===== config.mk =====
export PLATFORM = sky130hd
export DESIGN_NAME = baud_tick_gen
export DESIGN_NICKNAME = d
export VERILOG_FILES = /design/src/rtl/baud_tick_pkg.sv /design/src/rtl/btg_divisor_regs.sv /design/src/rtl/btg_prescaler.sv /design/src/rtl/btg_divider.sv /design/src/rtl/btg_oversample.sv /design/src/rtl/baud_tick_gen.sv
export SDC_FILE = /design/constraint.sdc
export NUM_CORES = 1
export LEC_CHECK = 0
export ABC_AREA = 1
export BUFFER_PORTS_ARGS = -buffer_cell sky130_fd_sc_hd__buf_2
export CAP_MARGIN = 30
export CORE_ASPECT_RATIO = 0.7
export CORE_MARGIN = 2
export CORE_UTILIZATION = 35
export CTS_BUF_LIST = sky130_fd_sc_hd__clkbuf_8
export DETAILED_ROUTE_END_ITERATION = 10
export MAX_ROUTING_LAYER = met4
export PLACE_DENSITY = 0.55
export SETUP_SLACK_MARGIN = 0.4
export SYNTH_ARGS = -nofsm -noshare
export SYNTH_HDL_FRONTEND = slang
export SYNTH_SLANG_ARGS = --single-unit

===== constraint.sdc =====
create_clock -name clk -period 3.8 [get_ports clk]
set_clock_uncertainty 0.1 [all_clocks]
set_input_delay 0 -clock clk [delete_from_list [all_inputs] [get_ports clk]]
set_output_delay 0 -clock clk [all_outputs]
set_load 0.01 [all_outputs]

===== src/rtl/baud_tick_pkg.sv =====
package baud_tick_pkg;

    localparam int BYTE_W = 8;

    typedef enum logic [1:0] {
        ST_STOP   = 2'd0,
        ST_RELOAD = 2'd1,
        ST_COUNT  = 2'd2
    } btg_state_e;

endpackage


===== src/rtl/btg_divisor_regs.sv =====
module btg_divisor_regs
    import baud_tick_pkg::*;
#(
    parameter int DIV_W = 16
) (
    input  logic              clk,
    input  logic              rst_n,
    input  logic              hi_we,
    input  logic              lo_we,
    input  logic [BYTE_W-1:0] wr_data,
    output logic [DIV_W-1:0]  div_q,
    output logic              load
);

    localparam int HI_W = DIV_W - BYTE_W;

    // Either byte write triggers a restart of the counting chain.
    assign load = hi_we | lo_we;

    always_ff @(posedge clk or negedge rst_n) begin
        if (!rst_n) begin
            div_q <= '0;
        end else begin
            if (hi_we) div_q[DIV_W-1:BYTE_W] <= wr_data[HI_W-1:0];
            if (lo_we) div_q[BYTE_W-1:0]     <= wr_data;
        end
    end

endmodule


===== src/rtl/btg_prescaler.sv =====
module btg_prescaler #(
    parameter int PRESC_DIV = 4
) (
    input  logic clk,
    input  logic rst_n,
    input  logic run,
    input  logic presc_en,
    output logic step
);

    localparam int PW = (PRESC_DIV > 1) ? $clog2(PRESC_DIV) : 1;
    localparam logic [PW-1:0] PRE_LAST = PW'(PRESC_DIV - 1);

    logic [PW-1:0] pre_q;
    logic          pre_wrap;

    assign pre_wrap = (pre_q == PRE_LAST);
    // Bypassed prescaler steps every clock; enabled one steps on wrap.
    assign step     = run && (!presc_en || pre_wrap);

    always_ff @(posedge clk or negedge rst_n) begin
        if (!rst_n) begin
            pre_q <= '0;
        end else if (!run || !presc_en || pre_wrap) begin
            pre_q <= '0;
        end else begin
            pre_q <= pre_q + 1'b1;
        end
    end

endmodule


===== src/rtl/btg_divider.sv =====
module btg_divider #(
    parameter int DIV_W = 16
) (
    input  logic             clk,
    input  logic             rst_n,
    input  logic             run,
    input  logic             step,
    input  logic [DIV_W-1:0] div_q,
    output logic             hit
);

    logic [DIV_W-1:0] cnt_q;
    logic [DIV_W-1:0] term;

    assign term = div_q - DIV_W'(1);
    assign hit  = step && (cnt_q == term);

    always_ff @(posedge clk or negedge rst_n) begin
        if (!rst_n) begin
            cnt_q <= '0;
        end else if (!run || hit) begin
            cnt_q <= '0;
        end else if (step) begin
            cnt_q <= cnt_q + 1'b1;
        end
    end

endmodule


===== src/rtl/btg_oversample.sv =====
module btg_oversample #(
    parameter int OVS_HI = 16,
    parameter int OVS_LO = 8
) (
    input  logic clk,
    input  logic rst_n,
    input  logic run,
    input  logic hit,
    input  logic mode_16x,
    output logic mode_chg,
    output logic strobe_q
);

    localparam int OW = $clog2(OVS_HI);
    localparam logic [OW-1:0] LAST_HI = OW'(OVS_HI - 1);
    localparam logic [OW-1:0] LAST_LO = OW'(OVS_LO - 1);

    logic [OW-1:0] ovs_q;
    logic          mode_q;
    logic          at_last;

    assign mode_chg = (mode_16x != mode_q);
    assign at_last  = (ovs_q == (mode_16x ? LAST_HI : LAST_LO));

    always_ff @(posedge clk or negedge rst_n) begin
        if (!rst_n) begin
            mode_q <= 1'b1;
        end else begin
            mode_q <= mode_16x;
        end
    end

    always_ff @(posedge clk or negedge rst_n) begin
        if (!rst_n) begin
            ovs_q    <= '0;
            strobe_q <= 1'b0;
        end else if (!run || mode_chg) begin
            ovs_q    <= '0;
            strobe_q <= 1'b0;
        end else if (hit) begin
            ovs_q    <= at_last ? '0 : ovs_q + 1'b1;
            strobe_q <= at_last;
        end else begin
            strobe_q <= 1'b0;
        end
    end

endmodule


===== src/rtl/baud_tick_gen.sv =====
module baud_tick_gen
    import baud_tick_pkg::*;
#(
    parameter int DIV_W     = 16,
    parameter int PRESC_DIV = 4,
    parameter int OVS_HI    = 16,
    parameter int OVS_LO    = 8
) (
    input  logic        clk,
    input  logic        rst_n,
    input  logic        div_hi_we,
    input  logic        div_lo_we,
    input  logic [7:0]  wr_data,
    input  logic        presc_en,
    input  logic        mode_16x,
    output logic        tick,
    output logic        bit_strobe
);

    btg_state_e       state_q;
    btg_state_e       state_d;
    logic [DIV_W-1:0] div_q;
    logic             load;
    logic             run;
    logic             step;
    logic             hit;
    logic             mode_chg;
    logic             tick_q;

    btg_divisor_regs #(.DIV_W(DIV_W)) u_regs (
        .clk     (clk),
        .rst_n   (rst_n),
        .hi_we   (div_hi_we),
        .lo_we   (div_lo_we),
        .wr_data (wr_data),
        .div_q   (div_q),
        .load    (load)
    );

    // State register
    always_ff @(posedge clk or negedge rst_n) begin
        if (!rst_n) begin
            state_q <= ST_STOP;
        end else begin
            state_q <= state_d;
        end
    end

    // Next state
    always_comb begin
        state_d = state_q;
        unique case (state_q)
            ST_STOP:   state_d = load ? ST_RELOAD : ST_STOP;
            ST_RELOAD: begin
                if (load)             state_d = ST_RELOAD;
                else if (div_q != '0) state_d = ST_COUNT;
                else                  state_d = ST_STOP;
            end
            ST_COUNT:  state_d = load ? ST_RELOAD : ST_COUNT;
            default:   state_d = ST_STOP;
        endcase
    end

    // Outputs of the state machine
    always_comb begin
        run = (state_q == ST_COUNT) && !load;
    end

    btg_prescaler #(.PRESC_DIV(PRESC_DIV)) u_pre (
        .clk      (clk),
        .rst_n    (rst_n),
        .run      (run),
        .presc_en (presc_en),
        .step     (step)
    );

    btg_divider #(.DIV_W(DIV_W)) u_div (
        .clk   (clk),
        .rst_n (rst_n),
        .run   (run),
        .step  (step),
        .div_q (div_q),
        .hit   (hit)
    );

    btg_oversample #(.OVS_HI(OVS_HI), .OVS_LO(OVS_LO)) u_ovs (
        .clk      (clk),
        .rst_n    (rst_n),
        .run      (run),
        .hit      (hit),
        .mode_16x (mode_16x),
        .mode_chg (mode_chg),
        .strobe_q (bit_strobe)
    );

    always_ff @(posedge clk or negedge rst_n) begin
        if (!rst_n) begin
            tick_q <= 1'b0;
        end else begin
            tick_q <= run && hit;
        end
    end

    assign tick = tick_q;

endmodule


==> results of run 1 <==
==> cell type report <==
class / instances / area (um2) / area share (%)
tap: 105 / 131 / 3.82
sequential: 43 / 1080 / 31.3
inverter: 60 / 225 / 6.55
timing repair buffer: 33 / 265 / 7.71
clock buffer: 5 / 68.8 / 2.00
clock inverter: 3 / 46.3 / 1.35
multi-input combinational: 317 / 1620 / 47.2
==> registers in the layout, indices dropped and copies added, names as in the netlist <==
name and flops:
u_pre.pre_q 2, u_regs.div_q 16, u_ovs.strobe_q 1, u_ovs.mode_q 1, u_div.cnt_q 16, u_ovs.ovs_q 4, state_q 2, tick 1
==> power groups by stage <==
| stage | logic (mW) | clock network (mW) | registers, mW |
|---|---|---|---|
| 2_1_floorplan | 0.121 | 0 | 0.501 |
| 3_3_place_gp | 0.172 | 0 | 0.510 |
| 3_5_place_dp | 0.175 | 0 | 0.510 |
| 4_1_cts | 0.190 | 0.391 | 0.501 |
| 5_1_grt | 0.217 | 0.415 | 0.504 |
| 6_report | 0.192 | 0.378 | 0.502 |
==> per-layer routing <==
layer  GRT usage [%]  part of all wire [%]  wire (um)
met5               -                     0          0
met4            3.90                  0.89         71
met3            3.81                   5.8        464
met2            27.4                    41       3280
met1            28.0                    52       4130
==> how the worst max path moves through the flow <==
stage,from,end,slack [ns],cells past startpoint
finish,u_regs.div_q[0]$_DFFE_PN0P_,u_div.cnt_q[11]$_DFFE_PN0P_,1.39,13
global route,u_regs.div_q[0]$_DFFE_PN0P_,u_div.cnt_q[8]$_DFFE_PN0P_,1.20,13
CTS,u_regs.div_q[0]$_DFFE_PN0P_,u_div.cnt_q[11]$_DFFE_PN0P_,1.40,13
detailed placement,u_regs.div_q[0]$_DFFE_PN0P_,u_div.cnt_q[11]$_DFFE_PN0P_,1.42,13
global placement,u_regs.div_q[0]$_DFFE_PN0P_,u_div.cnt_q[9]$_DFFE_PN0P_,1.52,13
floorplan,u_regs.div_q[0]$_DFFE_PN0P_,u_div.cnt_q[7]$_DFFE_PN0P_,1.81,15
==> Yosys cell counts <==
library cell / n / area (um2)
o2111ai_1: 1 / 8.76
inv_2: 3 / 11.3
a31o_2: 1 / 8.76
inv_1: 57 / 214
nor2_1: 72 / 270
or2_2: 1 / 6.26
o21ai_0: 13 / 65.1
ha_1: 4 / 50.1
buf_2: 1 / 5.00
o21a_1: 1 / 7.51
a22o_1: 1 / 8.76
dfrtp_1: 42 / 1050
nand3b_1: 3 / 22.5
clkbuf_1: 2 / 7.51
buf_6: 2 / 22.5
nand3_4: 1 / 17.5
nor2_2: 4 / 25.0
nand2_1: 112 / 420
a21oi_1: 4 / 20.0
nand3_2: 8 / 80.1
nor2_4: 3 / 33.8
nand4_1: 7 / 43.8
nor3_1: 3 / 15.0
mux2_2: 7 / 78.8
nand2_2: 6 / 37.5
xor2_1: 13 / 114
dfstp_2: 1 / 26.3
nand3_1: 44 / 220
xnor2_1: 8 / 70.1
==> worst max-delay path, cell delays in order, from the launching register on <==
cell	delay, ns
dfrtp_1	0.40
inv_1	0.12
ha_1	0.24
nand2_2	0.11
nor2_4	0.24
nand2_1	0.15
nand2_1	0.09
nand2_1	0.05
nor2_1	0.13
nand2_1	0.10
nor2_4	0.12
nand3_4	0.24
nand3_1	0.15
nor2_1	0.06
==> metrics by stage <==
step	hold WS (ns)	instance area, um2	setup WS [ns]	cells
finish	0.0411	3440	1.39	566
global route	0.0567	3440	1.20	566
CTS	0.0259	3440	1.40	566
detailed placement	-0.136	3150	1.42	541
global placement	0.0391	3130	1.52	540
floorplan	-0.396	2960	1.81	425
==> cell families (layout without fill, tap and decap cells) <==
| kind of cell | Yosys count | count (layout) | share of synthesized area (%) |
|---|---|---|---|
| buffers and inverters | 65 | 101 | 8.79 |
| DFF | 43 | 43 | 36.4 |
| adders and majority gates | 4 | 4 | 1.69 |
| xor gates and xnor gates | 21 | 21 | 6.21 |
| muxes | 7 | 7 | 2.66 |
| and+or+nand+nor | 264 | 264 | 40.3 |
| AOI/OAI and AO/OA | 21 | 21 | 4.01 |
==> key figures, run 1 <==
Power
  – Gate power share: 17.9%
  – Sequential Power Share: 46.8%
  – Clock share of power: 35.3%
  – Power consumption: 1.07 mW
  – Internal: 0.747 mW
  – NetSw: 0.325 mW
  – Switching Fraction: 30.3%
  – Cell Pwr Density: 312 nW/um2
  – Static Leakage: 1.69 nW
  – Peak supply drop: 0.184 mV

Clock network
  – Post-CTS setup buffers: 0
  – Post-cts resize count: 0
  – Num Clock Sinks: 43
  – Htree depth: 2
  – CTS Buf Count: 5
  – Worst-skew pair later-pin latency: 0.31 ns
  – CTS tree: done
  – Max clock buf depth: 2
  – Clock-pin slew on the worst setup and hold paths: 0.09 ns
  – Hold-fix buffers, CTS: 17
  – Clock root buffer: clkbuf_8

STA
  – Worst slew pin tran: 0.687 ns
  – Final worst path period need: 2.41 ns
  – Hold Violations, Final: 0
  – Final setup TNS: 0 ns
  – Unrepaired setup endpoints after global routing: no
  – Fin crit share: 63.5%
  – Slew Limit Headroom: 54.1%
  – Final setup viols: 0
  – Fmax: 414 MHz
  – Final Slew Violations: 0

Worst hold path
  – Hold path depth: 2
  – Min-Delay Endpoint: u_regs.div_q[9]$_DFFE_PN0P_
  – Worst hold start: div_hi_we
  – Hold crit path type: primary input to flip-flop

Outcome
  – Status: complete, no violations

Global route
  – Initial antenna violation count: 0
  – First-pass GRT wire length: 13,100 um
  – GR Overflow Total: 0
  – Tot GR Track Use: 19.1%
  – Vias in the first global route: 2,665
  – Largest net degree at the start of global routing: 28

Placement
  – Gp weighted congestion: 0.897
  – Port bufs: 15
  – DPL Wire Length: 6280 um

Setup path
  – Crit path capture type: flip-flop
  – Crit-path max FO: 16
  – R2r endpoint: u_div.cnt_q[11]$_DFFE_PN0P_
  – CP Data Required Time: 3.90 ns
  – CP Class: flip-flop to flip-flop
  – Reg2reg path depth: 13
  – CP Data Arrival Time: 2.52 ns
  – RR Startpoint: u_regs.div_q[0]$_DFFE_PN0P_
  – Reg2Reg Setup Slack: 1.39 ns
  – Setup crit start kind: flip-flop

Synthesis
  – Synthesized instance count: 425
  – Synth Cell Area: 2960 um2
  – Syn_nets: 443
  – Register area share after synthesis: 36.4%
  – Mapped Avg Cell Area: 6.97 um2
  – Synth cell types: 29
  – Synth warn: 0
  – Yosys reg bits: 43

Floorplan
  – Io pins: 16
  – Die Area: 9220 um2
  – Initial core utilization: 35.5%
  – Chip width: 114 um
  – Core Area: 8340 um2
  – Chip height: 81.0 um
  – FP Rows: 28

Finish
  – Most frequent cells in the layout: 112 x nand2_1, 72 x nor2_1, 57 x inv_1
  – Post-layout util: 41.2%
  – Commonest non-fill, non-tap cell in the layout: nand2_1
  – Share of layout cells above drive strength 1: 12.8%
  – Antenna fix cells: 0
  – # nets final: 478
  – Area Overhead vs Synth: 16.1%
  – Fillers: 877

Detailed routing
  – DR iter-0 viols: 191
  – Vias: 2,746
  – DRC viols: 0
  – Post-route ant nets: 0
  – Vias/cell: 4.85
  – WL per Instance: 14.0 um
  – DRT Wirelength: 7940 um
  – DR pass1 iterations: 4

Run
  – Max cap viols: 0
Note: power is estimated with default switching activity, not from simulation.
==> run 2: changes to the inputs <==
Settings changed: PLACE_DENSITY 0.55 to 0.56.
Clock period 3.8 ns to 2.2 ns, I/O delays scaled along.
==> run 2 against run 1 <==
  * The flow now finishes with violations (negative hold slack)
  * Cell count increased by 3.4%
  * Die area unchanged
  * Clock power increased by 30%
  * Largest power group unchanged
  * Highest routed layer unchanged
==> key figures, run 2 (synthesis gave the netlist of run 1 again) <==
STA
  – WHS: -0.0265 ns (-0.0676 ns)
  – Fmax: 483 MHz (+17%)
  – Final setup viols: 0 (unchanged)
  – Slew Limit Headroom: 71.1% (+17 points)
  – Fin crit share: 94.1% (+31 points)
  – Hold Violations, Final: 2 (+2)
  – Final worst path period need: 2.07 ns (-0.345 ns)
  – Worst slew pin tran: 0.430 ns (-0.257 ns)
  – Final Slew Violations: 0 (unchanged)
  – Unrepaired setup endpoints after global routing: yes

Finish
  – Commonest non-fill, non-tap cell in the layout: nand2_1
  – Fillers: 856 (-2.4%)
  – Share of layout cells above drive strength 1: 25.8% (+13 points)
  – Finished Cell Area: 3740 um2 (+8.8%)
  – Antenna fix cells: 0 (unchanged)
  – Most frequent cells in the layout: 103 x nand2_1, 60 x nor2_1, 51 x inv_1
  – Biggest regs: u_div.cnt_q x16, u_regs.div_q x16, u_ovs.ovs_q x4
  – Area Overhead vs Synth: 26.3%
  – # nets final: 499 (+4.4%)

Floorplan
  – Chip height: 81.0 um (unchanged)
  – Initial core utilization: 35.5% (unchanged)
  – Chip width: 114 um (unchanged)
  – FP Rows: 28 (unchanged)
  – Core Area: 8340 um2 (unchanged)
  – Die Area: 9220 um2 (unchanged)
  – Io pins: 16 (unchanged)

Outcome
  – Failing checks: negative hold slack
  – Status: complete, but fails checks

Worst hold path
  – Min-Delay Endpoint: u_regs.div_q[8]$_DFFE_PN0P_
  – Hold crit path type: primary input to flip-flop
  – Hold path depth: 2 (unchanged)
  – Worst hold start: div_hi_we

Power
  – Clock share of power: 28.1% (-7.2 points)
  – NetSw: 0.554 mW (+71%)
  – Cell Pwr Density: 468 nW/um2 (+50%)
  – Power consumption: 1.75 mW (+63%)
  – Internal: 1.20 mW (+60%)
  – Static Leakage: 1.80 nW (+6.2%)
  – Gate power share: 22.3% (+4.4 points)
  – Sequential Power Share: 49.6% (+2.8 points)
  – Peak supply drop: 0.261 mV (+42%)
  – Switching Fraction: 31.6% (+1.3 points)

Detailed routing
  – DR pass1 iterations: 4 (unchanged)
  – Post-route ant nets: 0 (unchanged)
  – WL per Instance: 13.9 um (-0.88%)
  – DRT Wirelength: 8130 um (+2.4%)
  – Vias/cell: 4.77 (-1.7%)
  – DRC viols: 0 (unchanged)
  – DR iter-0 viols: 123 (-36%)
  – Vias: 2,790 (+1.6%)

Global route
  – Initial antenna violation count: 0 (unchanged)
  – Vias in the first global route: 2,721 (+2.1%)
  – GR Overflow Total: 0 (unchanged)
  – First-pass GRT wire length: 13,400 um (+1.9%)
  – Largest net degree at the start of global routing: 18 (-36%)
  – Tot GR Track Use: 19.5% (+0.33 points)

Clock network
  – CTS tree: done
  – Worst-skew pair later-pin latency: 0.31 ns (about the same)
  – CTS Buf Count: 5 (unchanged)
  – Max clock buf depth: 2 (unchanged)
  – Clock root buffer: clkbuf_8
  – Num Clock Sinks: 43 (unchanged)
  – Htree depth: 2 (unchanged)
  – Clock-pin slew on the worst setup and hold paths: 0.08 ns (about the same)

Setup path
  – R2r endpoint: u_div.cnt_q[9]$_DFFE_PN0P_
  – Crit path capture type: flip-flop
  – Setup crit start kind: flip-flop
  – CP Data Required Time: 2.30 ns (-1.60 ns)
  – RR Startpoint: u_regs.div_q[1]$_DFFE_PN0P_
  – CP Data Arrival Time: 2.17 ns (-0.35 ns)
  – CP Class: flip-flop to flip-flop
  – Crit-path max FO: 16 (unchanged)
  – Reg2Reg Setup Slack: 0.13 ns (-1.26 ns)
  – Reg2reg path depth: 12 (-1)

Placement
  – Post-place instance area: 3230 um2 (+2.3%)
  – Gp weighted congestion: 0.938 (+4.6%)
  – Port bufs: 15 (unchanged)
  – DPL Wire Length: 6210 um (-0.98%)

Run
  – Max cap viols: 0 (unchanged)
[run 2: cell count changes in the layout (fill, tap and decap cells not counted), sizes merged]
cell | previous run | this run
buf | 16 | 40
inv | 61 | 60
bufinv | 1 | 0
dlygate4sd3 | 17 | 14
[run 2: timing repair]
action / CTS / global route
pin swaps: 4 / 10
endpoints found under the setup margin: 22 / 25
resized for setup: 10 / 41
hold endpoints to repair: 62 / 0
buffers inserted: 8 / 7
hold buffers: 17 / 0
[run 2: area by class of cell]
class / count / area, um2 / share of cell area, %
clock buffer: 5 / 68.8 / 1.84
clock inverter: 1 / 7.51 / 0.201
timing repair buffer: 54 / 427 / 11.4
tap: 105 / 131 / 3.51
sequential: 43 / 1080 / 29.0
inverter: 60 / 225 / 6.02
multi-input combinational: 317 / 1800 / 48.1
[run 2: worst max-delay path, cell delays in order, from the launching register on]
cell     delay, ns
dfrtp_1       0.40
buf_4         0.15
nor2_4        0.12
nand2_4       0.09
nor2_4        0.22
nand2_1       0.12
nand3_1       0.10
nand3_1       0.07
nor2_1        0.20
nand3_4       0.10
buf_12        0.17
nand3_1       0.07
nor2_1        0.04
[run 2: power groups by stage]
| stage | logic (mW) | clock network, mW | registers (mW) |
|---|---|---|---|
| after detailed placement | 0.308 | 0 | 0.877 |
| after floorplan | 0.216 | 0 | 0.866 |
| after CTS | 0.352 | 0.509 | 0.862 |
| final | 0.390 | 0.492 | 0.869 |
| after global routing | 0.439 | 0.552 | 0.875 |
| after global placement | 0.306 | 0 | 0.877 |
[run 2: how the worst max path moves through the flow]
stage | slack (ns) | end | from
after floorplan | 0.31 | u_div.cnt_q[7]$_DFFE_PN0P_ | u_regs.div_q[0]$_DFFE_PN0P_
after global placement | -0.03 | u_ovs.ovs_q[3]$_DFFE_PN0P_ | u_regs.div_q[0]$_DFFE_PN0P_
after detailed placement | -0.03 | u_div.cnt_q[9]$_DFFE_PN0P_ | u_regs.div_q[0]$_DFFE_PN0P_
after CTS | 0.13 | u_div.cnt_q[9]$_DFFE_PN0P_ | u_regs.div_q[0]$_DFFE_PN0P_
after global routing | 0.002 | u_div.cnt_q[10]$_DFFE_PN0P_ | u_regs.div_q[8]$_DFFE_PN0P_
final | 0.13 | u_div.cnt_q[9]$_DFFE_PN0P_ | u_regs.div_q[1]$_DFFE_PN0P_
[run 2: metal layers]
layer | global-route usage, % | up-vias | wire (um)
li1 | - | 1445 | -
met1 | 28.7 | 1295 | 4310
met2 | 26.6 | 35 | 3320
met3 | 3.81 | 15 | 330
met4 | 6.22 | 0 | 178
met5 | - | - | 0
[run 2: per-stage QoR]
stage / cells / setup TNS [ns] / worst slack [ns] / utilization (%)
global route: 585 / 0 / 0.00178 / 44.9
finish: 585 / 0 / 0.130 / 44.9
detailed placement: 550 / -0.192 / -0.0264 / 38.7
global placement: 550 / -0.0751 / -0.0255 / 38.7
floorplan: 425 / 0 / 0.311 / -
CTS: 581 / 0 / 0.129 / 43.0
